**src/rtl/vpio_pkg.sv**
```systemverilog
package vpio_pkg;
  localparam int FLIT_W     = 64;
  localparam int REG_ADDR_W = 2;
  localparam int NUM_FLITS  = 3;
  localparam int IDX_W      = $clog2(NUM_FLITS);

  localparam int KIND_BIT = 0;
  localparam int TGT_LO   = 3;
  localparam int TGT_HI   = 23;
  localparam int WID_LO   = 32;
  localparam int WID_HI   = 39;
  localparam int RID_LO   = 40;
  localparam int RID_HI   = 50;
  localparam int BUSY_BIT = 63;

  typedef enum logic [REG_ADDR_W-1:0] {
    OFF_ROUTE  = 2'd0,
    OFF_DATA   = 2'd1,
    OFF_PARAMS = 2'd2,
    OFF_SPARE  = 2'd3
  } reg_off_e;

  typedef struct packed {
    logic [RID_HI-RID_LO:0] req_id;
    logic [WID_HI-WID_LO:0] write_id;
    logic [TGT_HI-TGT_LO:0] target;
    logic                   is_write;
  } launch_fields_t;

  function automatic launch_fields_t unpack_fields(input logic [FLIT_W-1:0] w);
    launch_fields_t f;
    f.is_write = w[KIND_BIT];
    f.target   = w[TGT_HI:TGT_LO];
    f.write_id = w[WID_HI:WID_LO];
    f.req_id   = w[RID_HI:RID_LO];
    return f;
  endfunction

  function automatic logic [FLIT_W-1:0] pack_fields(input launch_fields_t f,
                                                    input logic busy);
    logic [FLIT_W-1:0] w;
    w                = '0;
    w[KIND_BIT]      = f.is_write;
    w[TGT_HI:TGT_LO] = f.target;
    w[WID_HI:WID_LO] = f.write_id;
    w[RID_HI:RID_LO] = f.req_id;
    w[BUSY_BIT]      = busy;
    return w;
  endfunction
endpackage

```
**src/rtl/vpio_regfile.sv**
```systemverilog
module vpio_regfile
  import vpio_pkg::*;
(
  input  logic                  clk,
  input  logic                  rst_n,
  input  logic                  req,
  input  logic                  we,
  input  logic [REG_ADDR_W-1:0] addr,
  input  logic [FLIT_W-1:0]     wdata,
  input  logic                  busy,
  output logic                  ack,
  output logic [FLIT_W-1:0]     rdata,
  output logic                  launch,
  output logic [FLIT_W-1:0]     route_q,
  output logic [FLIT_W-1:0]     data_q,
  output launch_fields_t        fields_q
);
  reg_off_e          off;
  logic              wr_ok, rd_hit;
  logic              route_en, data_en;
  logic [FLIT_W-1:0] route_d, data_d, rdata_d, view;
  launch_fields_t    fields_d;
  logic              ack_d;

  assign off    = reg_off_e'(addr);
  assign wr_ok  = req && we && !busy;
  assign rd_hit = req && !we;

  assign launch   = wr_ok && (off == OFF_PARAMS);
  assign route_en = wr_ok && (off == OFF_ROUTE);
  assign data_en  = wr_ok && (off == OFF_DATA);

  always_comb begin
    unique case (off)
      OFF_ROUTE:  view = route_q;
      OFF_DATA:   view = data_q;
      OFF_PARAMS: view = pack_fields(fields_q, busy);
      default:    view = '0;
    endcase
  end

  always_comb begin
    route_d  = route_en ? wdata : route_q;
    data_d   = data_en  ? wdata : data_q;
    fields_d = launch   ? unpack_fields(wdata) : fields_q;
    rdata_d  = rd_hit   ? view  : rdata;
    ack_d    = req;
  end

  always_ff @(posedge clk or negedge rst_n) begin
    if (!rst_n) begin
      route_q  <= '0;
      data_q   <= '0;
      fields_q <= '0;
      rdata    <= '0;
      ack      <= 1'b0;
    end else begin
      route_q  <= route_d;
      data_q   <= data_d;
      fields_q <= fields_d;
      rdata    <= rdata_d;
      ack      <= ack_d;
    end
  end
endmodule

```
**src/rtl/vpio_sequencer.sv**
```systemverilog
module vpio_sequencer
  import vpio_pkg::*;
(
  input  logic             clk,
  input  logic             rst_n,
  input  logic             launch,
  input  logic             out_ready,
  output logic             busy,
  output logic [IDX_W-1:0] idx,
  output logic             at_last
);
  localparam logic [IDX_W-1:0] LAST_IDX = IDX_W'(NUM_FLITS - 1);

  logic             busy_d;
  logic [IDX_W-1:0] idx_d;
  logic             take;

  assign at_last = (idx == LAST_IDX);
  assign take    = busy && out_ready;

  always_comb begin
    busy_d = busy;
    idx_d  = idx;
    if (launch) begin
      busy_d = 1'b1;
      idx_d  = '0;
    end else if (take) begin
      if (at_last) begin
        busy_d = 1'b0;
        idx_d  = '0;
      end else begin
        idx_d = idx + 1'b1;
      end
    end
  end

  always_ff @(posedge clk or negedge rst_n) begin
    if (!rst_n) begin
      busy <= 1'b0;
      idx  <= '0;
    end else begin
      busy <= busy_d;
      idx  <= idx_d;
    end
  end
endmodule

```
**src/rtl/vpio_flit_mux.sv**
```systemverilog
module vpio_flit_mux
  import vpio_pkg::*;
(
  input  logic [IDX_W-1:0]  idx,
  input  launch_fields_t    fields,
  input  logic [FLIT_W-1:0] route,
  input  logic [FLIT_W-1:0] data,
  output logic [FLIT_W-1:0] flit
);
  logic [FLIT_W-1:0] slot [NUM_FLITS];

  assign slot[0] = pack_fields(fields, 1'b0);
  assign slot[1] = route;
  assign slot[2] = data;

  always_comb begin
    flit = '0;
    for (int i = 0; i < NUM_FLITS; i++) begin
      if (idx == IDX_W'(i)) flit = slot[i];
    end
  end
endmodule

```
**src/rtl/vpio_launcher.sv**
```systemverilog
module vpio_launcher
  import vpio_pkg::*;
(
  input  logic                  clk,
  input  logic                  rst_n,
  input  logic                  reg_req,
  input  logic                  reg_we,
  input  logic [REG_ADDR_W-1:0] reg_addr,
  input  logic [FLIT_W-1:0]     reg_wdata,
  output logic                  reg_ack,
  output logic [FLIT_W-1:0]     reg_rdata,
  output logic                  pkt_valid,
  input  logic                  pkt_ready,
  output logic [FLIT_W-1:0]     pkt_flit,
  output logic                  pkt_last
);
  logic              busy, launch, at_last;
  logic [IDX_W-1:0]  idx;
  logic [FLIT_W-1:0] route_q, data_q;
  launch_fields_t    fields_q;

  vpio_regfile u_regs (
    .clk      (clk),
    .rst_n    (rst_n),
    .req      (reg_req),
    .we       (reg_we),
    .addr     (reg_addr),
    .wdata    (reg_wdata),
    .busy     (busy),
    .ack      (reg_ack),
    .rdata    (reg_rdata),
    .launch   (launch),
    .route_q  (route_q),
    .data_q   (data_q),
    .fields_q (fields_q)
  );

  vpio_sequencer u_seq (
    .clk       (clk),
    .rst_n     (rst_n),
    .launch    (launch),
    .out_ready (pkt_ready),
    .busy      (busy),
    .idx       (idx),
    .at_last   (at_last)
  );

  vpio_flit_mux u_mux (
    .idx    (idx),
    .fields (fields_q),
    .route  (route_q),
    .data   (data_q),
    .flit   (pkt_flit)
  );

  assign pkt_valid = busy;
  assign pkt_last  = busy && at_last;
endmodule

```
**config.mk**
```make
export PLATFORM = sky130hd
export DESIGN_NAME = vpio_launcher
export DESIGN_NICKNAME = d
export VERILOG_FILES = /design/src/rtl/vpio_pkg.sv /design/src/rtl/vpio_regfile.sv /design/src/rtl/vpio_sequencer.sv /design/src/rtl/vpio_flit_mux.sv /design/src/rtl/vpio_launcher.sv
export SDC_FILE = /design/constraint.sdc
export NUM_CORES = 1
export LEC_CHECK = 0
export CAP_MARGIN = 30
export CORE_MARGIN = 8
export CORE_UTILIZATION = 41
export DETAILED_ROUTE_END_ITERATION = 8
export GPL_TIMING_DRIVEN = 1
export SLEW_MARGIN = 20
export SYNTH_ARGS = -nofsm -noshare
export SYNTH_HDL_FRONTEND = slang
export SYNTH_SLANG_ARGS = --single-unit
export TNS_END_PERCENT = 20
```
**constraint.sdc**
```tcl
create_clock -name clk -period 1.9 [get_ports clk]
set_input_delay 0.285 -clock clk [delete_from_list [all_inputs] [get_ports clk]]
set_output_delay 0.285 -clock clk [all_outputs]
set_load 0.05 [all_outputs]
```
=== Yosys cells after proc, flatten, opt, wreduce, memory -nomap -nowiden ===
Index checks and enable logic that the tools add are counted.

* Register bits: 237
* Input bits: 71
* Output and inout port bits: 131
* Logic and storage cells: 40

* Add/subtract/negate cells: 1
* Equal/unequal tests: 4
* Muxes and demuxes: 10
* Reduce and logical (&&, ||, !) cells: 15

{| class="wikitable"
|+ Operators by type and width
! kind !! count
|-
| one-hot mux 64 bit (3 select lines) || 1
|-
| 2-to-1 mux 64 bit || 2
|-
| 2-to-1 mux 51 bit || 1
|-
| logical AND 1 bit || 8
|-
| 2-to-1 mux 2 bit || 3
|-
| == test 2 x 1 -> 1 bit, second input constant || 2
|-
| == test 2 bit, second input constant || 2
|-
| logical NOT 2 bit || 2
|-
| nonzero test 2 bit || 2
|-
| 2-to-1 mux 1 bit || 3
|-
| adder 2 x 1 -> 2 bit, second input constant || 1
|-
| logical NOT 1 bit || 2
|-
| AND reduction 2 bit || 1
|}

=== Logic depth before layout (Yosys ltp) ===
Gate-level depths: netlist of the first run.

* Word-level depth: 5
* Mapped depth: 6

=== By module ===
A second synthesis of the first run with hierarchy kept.

* Cells, all modules: 875
* Area total of the unflattened synthesis: 11529.8 um^2

{| class="wikitable"
|+ By module, submodules not included
! module !! times used !! cells an instance !! area each (um^2) !! seq. area each (um^2)
|-
| vpio_regfile || 1 || 736 || 9949.5 || 5855.6
|-
| vpio_flit_mux || 1 || 126 || 1423.9 || 0.0
|-
| vpio_sequencer || 1 || 12 || 150.1 || 75.1
|-
| vpio_launcher || 1 || 1 || 6.3 || 0.0
|}

=== Least setup slack after synthesis of the first run ===
No wires, ideal clock.

* Path type: reg-to-output
* From: reg u_seq.idx[0]
* To: out pkt_flit[10]
* Arrival time: 1.939 ns
* Required time: 1.615 ns
* Slack: -0.324 ns
* Cell stages (with the launch flop): 5
* Buffers on the path: 2
* Cell sequence: dfrtp_1 -> buf_2 -> buf_2 -> mux2i_1 -> o21ai_0

* Longest elaborated chain between the ends: 4
* Elaborated cells on any way between the ends: 6
* Classes of those cells: 2 x eq/ne; 3 x mux; 1 x reduce/logical

{| class="wikitable"
|+ Ends and longest elaborated chain
! what !! RTL line !! RTL
|-
| start: declaration || vpio_sequencer.sv:9 || <nowiki>output logic [IDX_W-1:0] idx,</nowiki>
|-
| start signal: assignment || vpio_sequencer.sv:43 || <nowiki>idx <= idx_d;</nowiki>
|-
| logical NOT 2 bit || vpio_flit_mux.sv:19 || <nowiki>if (idx == IDX_W'(i)) flit = slot[i];</nowiki>
|-
| 2-to-1 mux 51 bit || vpio_flit_mux.sv:19 ||
|-
| 2-to-1 mux 64 bit || vpio_flit_mux.sv:19 ||
|-
| 2-to-1 mux 64 bit (*) || vpio_flit_mux.sv:19 ||
|-
| end: declaration || vpio_launcher.sv:14 || <nowiki>output logic [FLIT_W-1:0] pkt_flit,</nowiki>
|}

Every way passes the cells marked *; elsewhere a longest branch is shown, timed or not.

=== Worst setup path in the final report of the first run ===
* From: reg u_seq.idx[1]
* To: out pkt_flit[59]

* Longest elaborated chain between the ends: 3
* Elaborated cells on any way between the ends: 4
* Classes of those cells: 2 x eq/ne; 2 x mux

{| class="wikitable"
|+ Ends and longest elaborated chain
! what !! RTL line
|-
| == test 2 x 1 -> 1 bit || vpio_flit_mux.sv:19
|-
| 2-to-1 mux 64 bit || vpio_flit_mux.sv:19
|-
| 2-to-1 mux 64 bit (*) || vpio_flit_mux.sv:19
|}

Marks and branches as above.

==> results.toml, run 1 <==
[run_status]
status = "finished, violations left"
violations = "negative setup slack"

[clocking]
cts_sinks = 237
tritoncts = "done"
clockBufferDepth = 3
htreeDepth = 1
clk_pin_slew_ns = 0.07
clockRootBuffer = "clkbuf_16"
cts-buffers-inserted = 27
clk_latency_ns = 0.53

[layout]
area_growth_pct = 43.03
drive_above_1_share = 0.3995
seq_area_mm2 = 0.005933
multi_input_area_mm2 = 0.005124
fillers = 2197
final_cell_mix = "235 x dfrtp_1, 156 x mux2_2, 106 x mux2i_1"
fin_util = 0.5931
layout_commonest_cell = "dfrtp_1"
nNetsFinal = 1205

[detailed_routing]
dr_total_vias = 8036
final_antenna_net_count = 0
routed_via_density = 5.364
drc_errors = 0
drt_iter0_markers = 453
wl_per_cell_um = 21.81
routed_wl_um = 32680
firstDrtPassIters = 5

[grt]
grt_max_degree = 64
grt_pass1_wl_um = 51070
overflow = 0
grt_pass1_vias = 8804
grt_util_all_layers = 0.1955
antenna_found_initial = 4

[sta]
tightestPinTransition_ns = 0.7069
hold_violations = 0
rsz0062_at_grt = "yes"
fin_ws_ns = -0.2525
fin_tns_setup_ns = -12.75
maxSlewHeadroom = 0.5288
setup_violations = 65
min_period_over_period = 1.133
finClkSkew_ns = 0.02498
max_freq_ghz = 0.4646
finalMaxSlewViolations = 0
period_needed_ns = 2.153

[synthesis]
synth_area_mm2 = 0.01108
synth_top_area_share = 0.5352
ys_seq_elements = 237
ys_seq_area_frac = 0.5352
netlist_instances = 915
synth_area_leaders = "dfrtp_1 54%, mux2_2 16%, mux2i_1 9.7%, a21oi_1 3.7%, o21ai_0 2.8%"
syn_avg_cell_area_um2 = 12.11
syn_nets = 986
ys_warn_count = 0
synth_cell_types = 25
synth_top_area_cell = "dfrtp_1"

[floorplan]
io_pins = 202
die_height_um = 180.4
coreArea_mm2 = 0.02673
die_x_um = 180.4
row_count = 60
initial_core_util = 0.4147
die-area_mm2 = 0.03255

[placement]
io_buffers = 201
hpwl_um = 20150
dp_slack_ns = -0.2115
gp_congestion = 0.7561

[setup_path]
endpoint_kind = "output port"
cpMaxStageDelayCell = "dfrtp_2"
crit_fanout = 5
worstSetupPathType = "flop to output port"
cp.required_ns = 1.62
path_buf_inv = 4
cp-start-kind = "flop"
crit_path_frequent_cell = "buf_12"
critical-path-max-stage-delay_ns = 0.40
cp_cell_sequence = "nor2b_4, buf_6, buf_12, clkbuf_16, a22o_4, buf_12"
cp_top_family = "buffers and inverters"
cp.arrival_ns = 1.87

[power_and_ir_drop]
ir_worst_vdd_mv = 1.107
p_leak_nw = 7.047
p_total_w = 0.03170
cellPowerDensity_mw_per_mm2 = 2000

[min_path]
hold_class = "primary input to flop"

[run]
maxCapViolations = 0
-- report_power, final --
| group | switching (W) | internal [W] |
|---|---|---|
| clock network | 0.00208 | 0.00324 |
| registers | 0.00174 | 0.00724 |
| logic | 0.00914 | 0.00825 |
-- worst min-delay path: stages --
cell and delay [ns]:
buf_2 0.18, or2_2 0.14, a21oi_1 0.05
-- metal layers --
layer / share of wire / vias to the layer above / wire length [um] / global-route usage
met4: 0.021 / 4 / 671 / 0.05423
li1: - / 3696 / - / -
met1: 0.42 / 4077 / 13780 / 0.2403
met5: 0.00070 / - / 23 / 0
met2: 0.49 / 216 / 15960 / 0.3299
met3: 0.069 / 43 / 2241 / 0.05766
-- kinds of logic (layout without fill, tap and decap cells) --
| family | after synthesis | count (layout) | synth area share |
|---|---|---|---|
| multiplexers | 276 | 276 | 0.2684 |
| flip-flops | 237 | 237 | 0.5352 |
| AO/OA/AOI/OAI | 171 | 171 | 0.08558 |
| AND/OR/NAND/NOR | 162 | 162 | 0.07000 |
| buffers and inverters | 69 | 308 | 0.04087 |
| other | 0 | 3 | 0 |
-- what timing repair did --
action                                  in CTS  in global routing
buffers inserted                             8                  0
hold buffers                                 1                  0
endpoints found under the setup margin     125                 65
pin swaps                                    5                  5
gates resized for setup                    115                 25
endpoints found under the hold margin       47                  0
cloned                                       5                  5
-- synth_stat cells --
cell / count
dfrtp_1: 237
mux2_2: 156
mux2i_1: 107
a21oi_1: 83
nand2_1: 65
o21ai_0: 63
nor2_1: 45
or2_2: 41
clkbuf_1: 24
a22o_1: 23
buf_6: 21
buf_2: 17
mux2_1: 13
nor2b_1: 4
buf_1: 3
buf_4: 3
nand2b_1: 2
a21o_1: 1
a2bb2oi_1: 1
and2_1: 1
clkbuf_4: 1
nand3b_4: 1
nor3_4: 1
nor3b_1: 1
nor3b_4: 1
-- state kept, by name, summed over array words and instances, names as in the netlist --
| register | flops |
|---|---|
| u_regs.data_q | 64 |
| u_regs.route_q | 64 |
| u_seq.busy | 1 |
| u_seq.idx | 2 |
| u_regs.fields_q | 41 |
| u_regs.ack | 1 |
| u_regs.rdata | 64 |
-- area by class of cell --
cell class / instances / area share
diodes: 3 / 0.0004736
clock buffers: 36 / 0.04855
clock inverters: 13 / 0.009236
multi-input cells: 609 / 0.3233
flip-flops and latches: 237 / 0.3743
well taps: 341 / 0.02692
repair buffers: 259 / 0.2172
-- through the flow --
| stage | hold WS (ns) | cell area, um2 | std cells |
|---|---|---|---|
| detailed placement | 0.2490 | 14290 | 1427 |
| global placement | 0.2452 | 14290 | 1427 |
| CTS | 0.1387 | 15540 | 1490 |
| floorplan | -0.01059 | 11110 | 915 |
| global route | 0.1690 | 15850 | 1497 |
| finish | 0.1517 | 15850 | 1498 |
-- final timing paths --
kind / to / slack (ns) / depth (start not counted) / startpoint
setup / recovery: pkt_flit[59] / -0.25 / 6 / u_seq.idx[1]$_DFFE_PN0P_
hold / removal: u_regs.rdata[0]$_DFFE_PN0P_ / 0.15 / 3 / reg_addr[1]
setup reg to reg: u_regs.data_q[21]$_DFFE_PN0P_ / 0.11 / 4 / u_seq.busy$_DFFE_PN0P_
hold reg to reg: u_regs.rdata[60]$_DFFE_PN0P_ / 0.48 / 2 / u_regs.rdata[60]$_DFFE_PN0P_
max in group asynchronous: u_regs.rdata[21]$_DFFE_PN0P_ / 0.98 / 3 / rst_n
min in group asynchronous: u_regs.rdata[55]$_DFFE_PN0P_ / 0.27 / 2 / rst_n
No activity file was read; power rests on OpenSTA's default activity.
==> run 2: changes to the inputs <==
ABC_CLOCK_PERIOD_IN_PS = 1900   (was unset)
==> results of run 2 <==
The final DEF is identical to that of run 1; final timing and power are the same.
==> run 3: changes to the inputs <==
CAP_MARGIN = 20   (was 30)
CORE_MARGIN = unset   (was 8)
==> run 3 against run 2 <==
  * The run ends with design-rule violations, negative setup slack left
  * Sequential share of layout area hardly changed
  * Non-clock buffer count up 1
  * Utilization rose by 0.97 points
  * Critical path type unchanged
==> results.toml, run 3 (synthesized netlist as in run 1, its figures left out) <==
[setup_path]
endpoint_kind = "output port"
cp.arrival_ns = 1.86
cp.required_ns = 1.62
cp_cell_sequence = "nor2b_4, buf_6, buf_6, buf_12, nand2_4, o21ai_4, buf_12"
r2r_end = "u_regs.data_q[49]$_DFFE_PN0P_"
critical-path-max-stage-delay_ns = 0.45
cpMaxStageDelayCell = "dfrtp_2"
crit_start = "u_seq.idx[0]$_DFFE_PN0P_"
reg2reg_slack_ns = 0.16
crit_fanout = 8
cp-start-kind = "flop"
r2r_cells = 5
worstSetupPathType = "flop to output port"
r2r-start = "u_seq.busy$_DFFE_PN0P_"

[clocking]
clockBufferDepth = 3
cts_sinks = 237
htreeDepth = 1
tritoncts = "done"
cts-buffers-inserted = 26
clk_pin_slew_ns = 0.06
clockRootBuffer = "clkbuf_16"
clk_latency_ns = 0.52

[layout]
drive_above_1_share = 0.4036
area_growth_pct = 42.95
stdcell_area_mm2 = 0.01584
final_cell_mix = "235 x dfrtp_1, 156 x mux2_2, 104 x mux2i_1"
reg.largest.list = "u_regs.data_q (64), u_regs.rdata (64), u_regs.route_q (64)"
layout_commonest_cell = "dfrtp_1"
nNetsFinal = 1205
layoutNonFillerInstCount = 1488

[placement]
hpwl_um = 19100
gp_congestion = 0.7556
post_dp_cell_area_mm2 = 0.01432
dp.cells = 1426
io_buffers = 201

[detailed_routing]
drc_errors = 18
routed_wl_um = 31380
wl_per_cell_um = 21.09
routed_via_density = 5.331
drt_iter0_markers = 400
dr_total_vias = 7933
firstDrtPassIters = 6
final_antenna_net_count = 0

[grt]
grt_max_degree = 58
grt_util_all_layers = 0.2306
grt_pass1_vias = 8500
grt_pass1_wl_um = 49920
overflow = 0
antenna_found_initial = 1

[power_and_ir_drop]
p_sw_frac = 0.4113
pwr-share-comb = 0.553
cellPowerDensity_mw_per_mm2 = 1981
p_total_w = 0.03138
p_leak_nw = 7.048
ir_worst_vdd_mv = 1.112
p_clk_frac = 0.159
p_int_w = 0.01847
seqPwrFrac = 0.288
power.switching_w = 0.01291

[run_status]
status = "finished, violations left"
violations = "design-rule violations, negative setup slack"

[run]
maxCapViolations = 0

[floorplan]
coreArea_mm2 = 0.02628
die-area_mm2 = 0.02769
die_x_um = 166.4
initial_core_util = 0.4217
io_pins = 202
die_height_um = 166.4
row_count = 59

[sta]
min_period_over_period = 1.130
finalMaxSlewViolations = 0
fin_tns_setup_ns = -13.43
finClkSkew_ns = 0.006217
maxSlewHeadroom = 0.5951
max_freq_ghz = 0.4657
period_needed_ns = 2.147
fin_ws_ns = -0.2471
tightestPinTransition_ns = 0.6074
setup_violations = 65
hold_violations = 0
rsz0062_at_grt = "yes"

[min_path]
hold_class = "primary input to async pin"
==> run 3: timing repair <==
item / in CTS / in global routing
gates resized for setup: 151 / 25
gates cloned: 6 / 1
endpoints found under the setup margin: 127 / 65
hold endpoints to repair: 49 / 0
hold buffers: 1 / 0
buffers inserted: 9 / 0
pin swaps: 7 / 7
==> run 3: per-stage QoR <==
| stage | worst slack, ns | utilization | hold WS (ns) |
|---|---|---|---|
| CTS | -0.2576 | 0.5992 | 0.2792 |
| global placement | -0.1371 | 0.5447 | 0.2497 |
| detailed placement | -0.1623 | 0.5447 | 0.2500 |
| floorplan | -0.03655 | - | -0.01059 |
| global route | -0.3082 | 0.6027 | 0.2857 |
| finish | -0.2471 | 0.6028 | 0.2647 |
==> run 3: per-layer routing <==
| layer | share of wire | GRT usage |
|---|---|---|
| met4 | 0.022 | 0.05878 |
| met2 | 0.49 | 0.3935 |
| met1 | 0.43 | 0.2985 |
| met5 | 0 | 0 |
| met3 | 0.054 | 0.04743 |
==> run 3: how the worst max path moves through the flow <==
stage | slack [ns] | end
floorplan | -0.04 | pkt_flit[10]
detailed placement | -0.16 | u_regs.data_q[49]$_DFFE_PN0P_
global placement | -0.14 | u_regs.data_q[36]$_DFFE_PN0P_
CTS | -0.26 | pkt_flit[63]
finish | -0.25 | pkt_flit[43]
global route | -0.31 | pkt_flit[44]
==> run 3: power groups by stage <==
stage          combinational (W)  clock [W]  sequential, W
2_1_floorplan            0.00810          0        0.00965
3_3_place_gp              0.0159          0        0.00888
3_5_place_dp              0.0161          0        0.00892
4_1_cts                   0.0174    0.00512        0.00893
5_1_grt                   0.0181    0.00530        0.00935
6_report                  0.0173    0.00500        0.00903
==> run 3: critical path: cells and delay by family (launching register included) <==
kind,cells,cell delay [ns]
buffers and inverters,4,0.56
flip-flops,1,0.45
AND/OR/NAND/NOR,2,0.24
AO/OA/AOI/OAI,1,0.09
==> run 3: area by class of cell <==
type	count	area, um2
fill	2151	10440
sequential	237	5933
multi-input combinational	609	5201
timing repair buffer	260	3436
clock buffer	40	794.5
tap	335	419.2
clock inverter	6	55.05
antenna	1	2.502
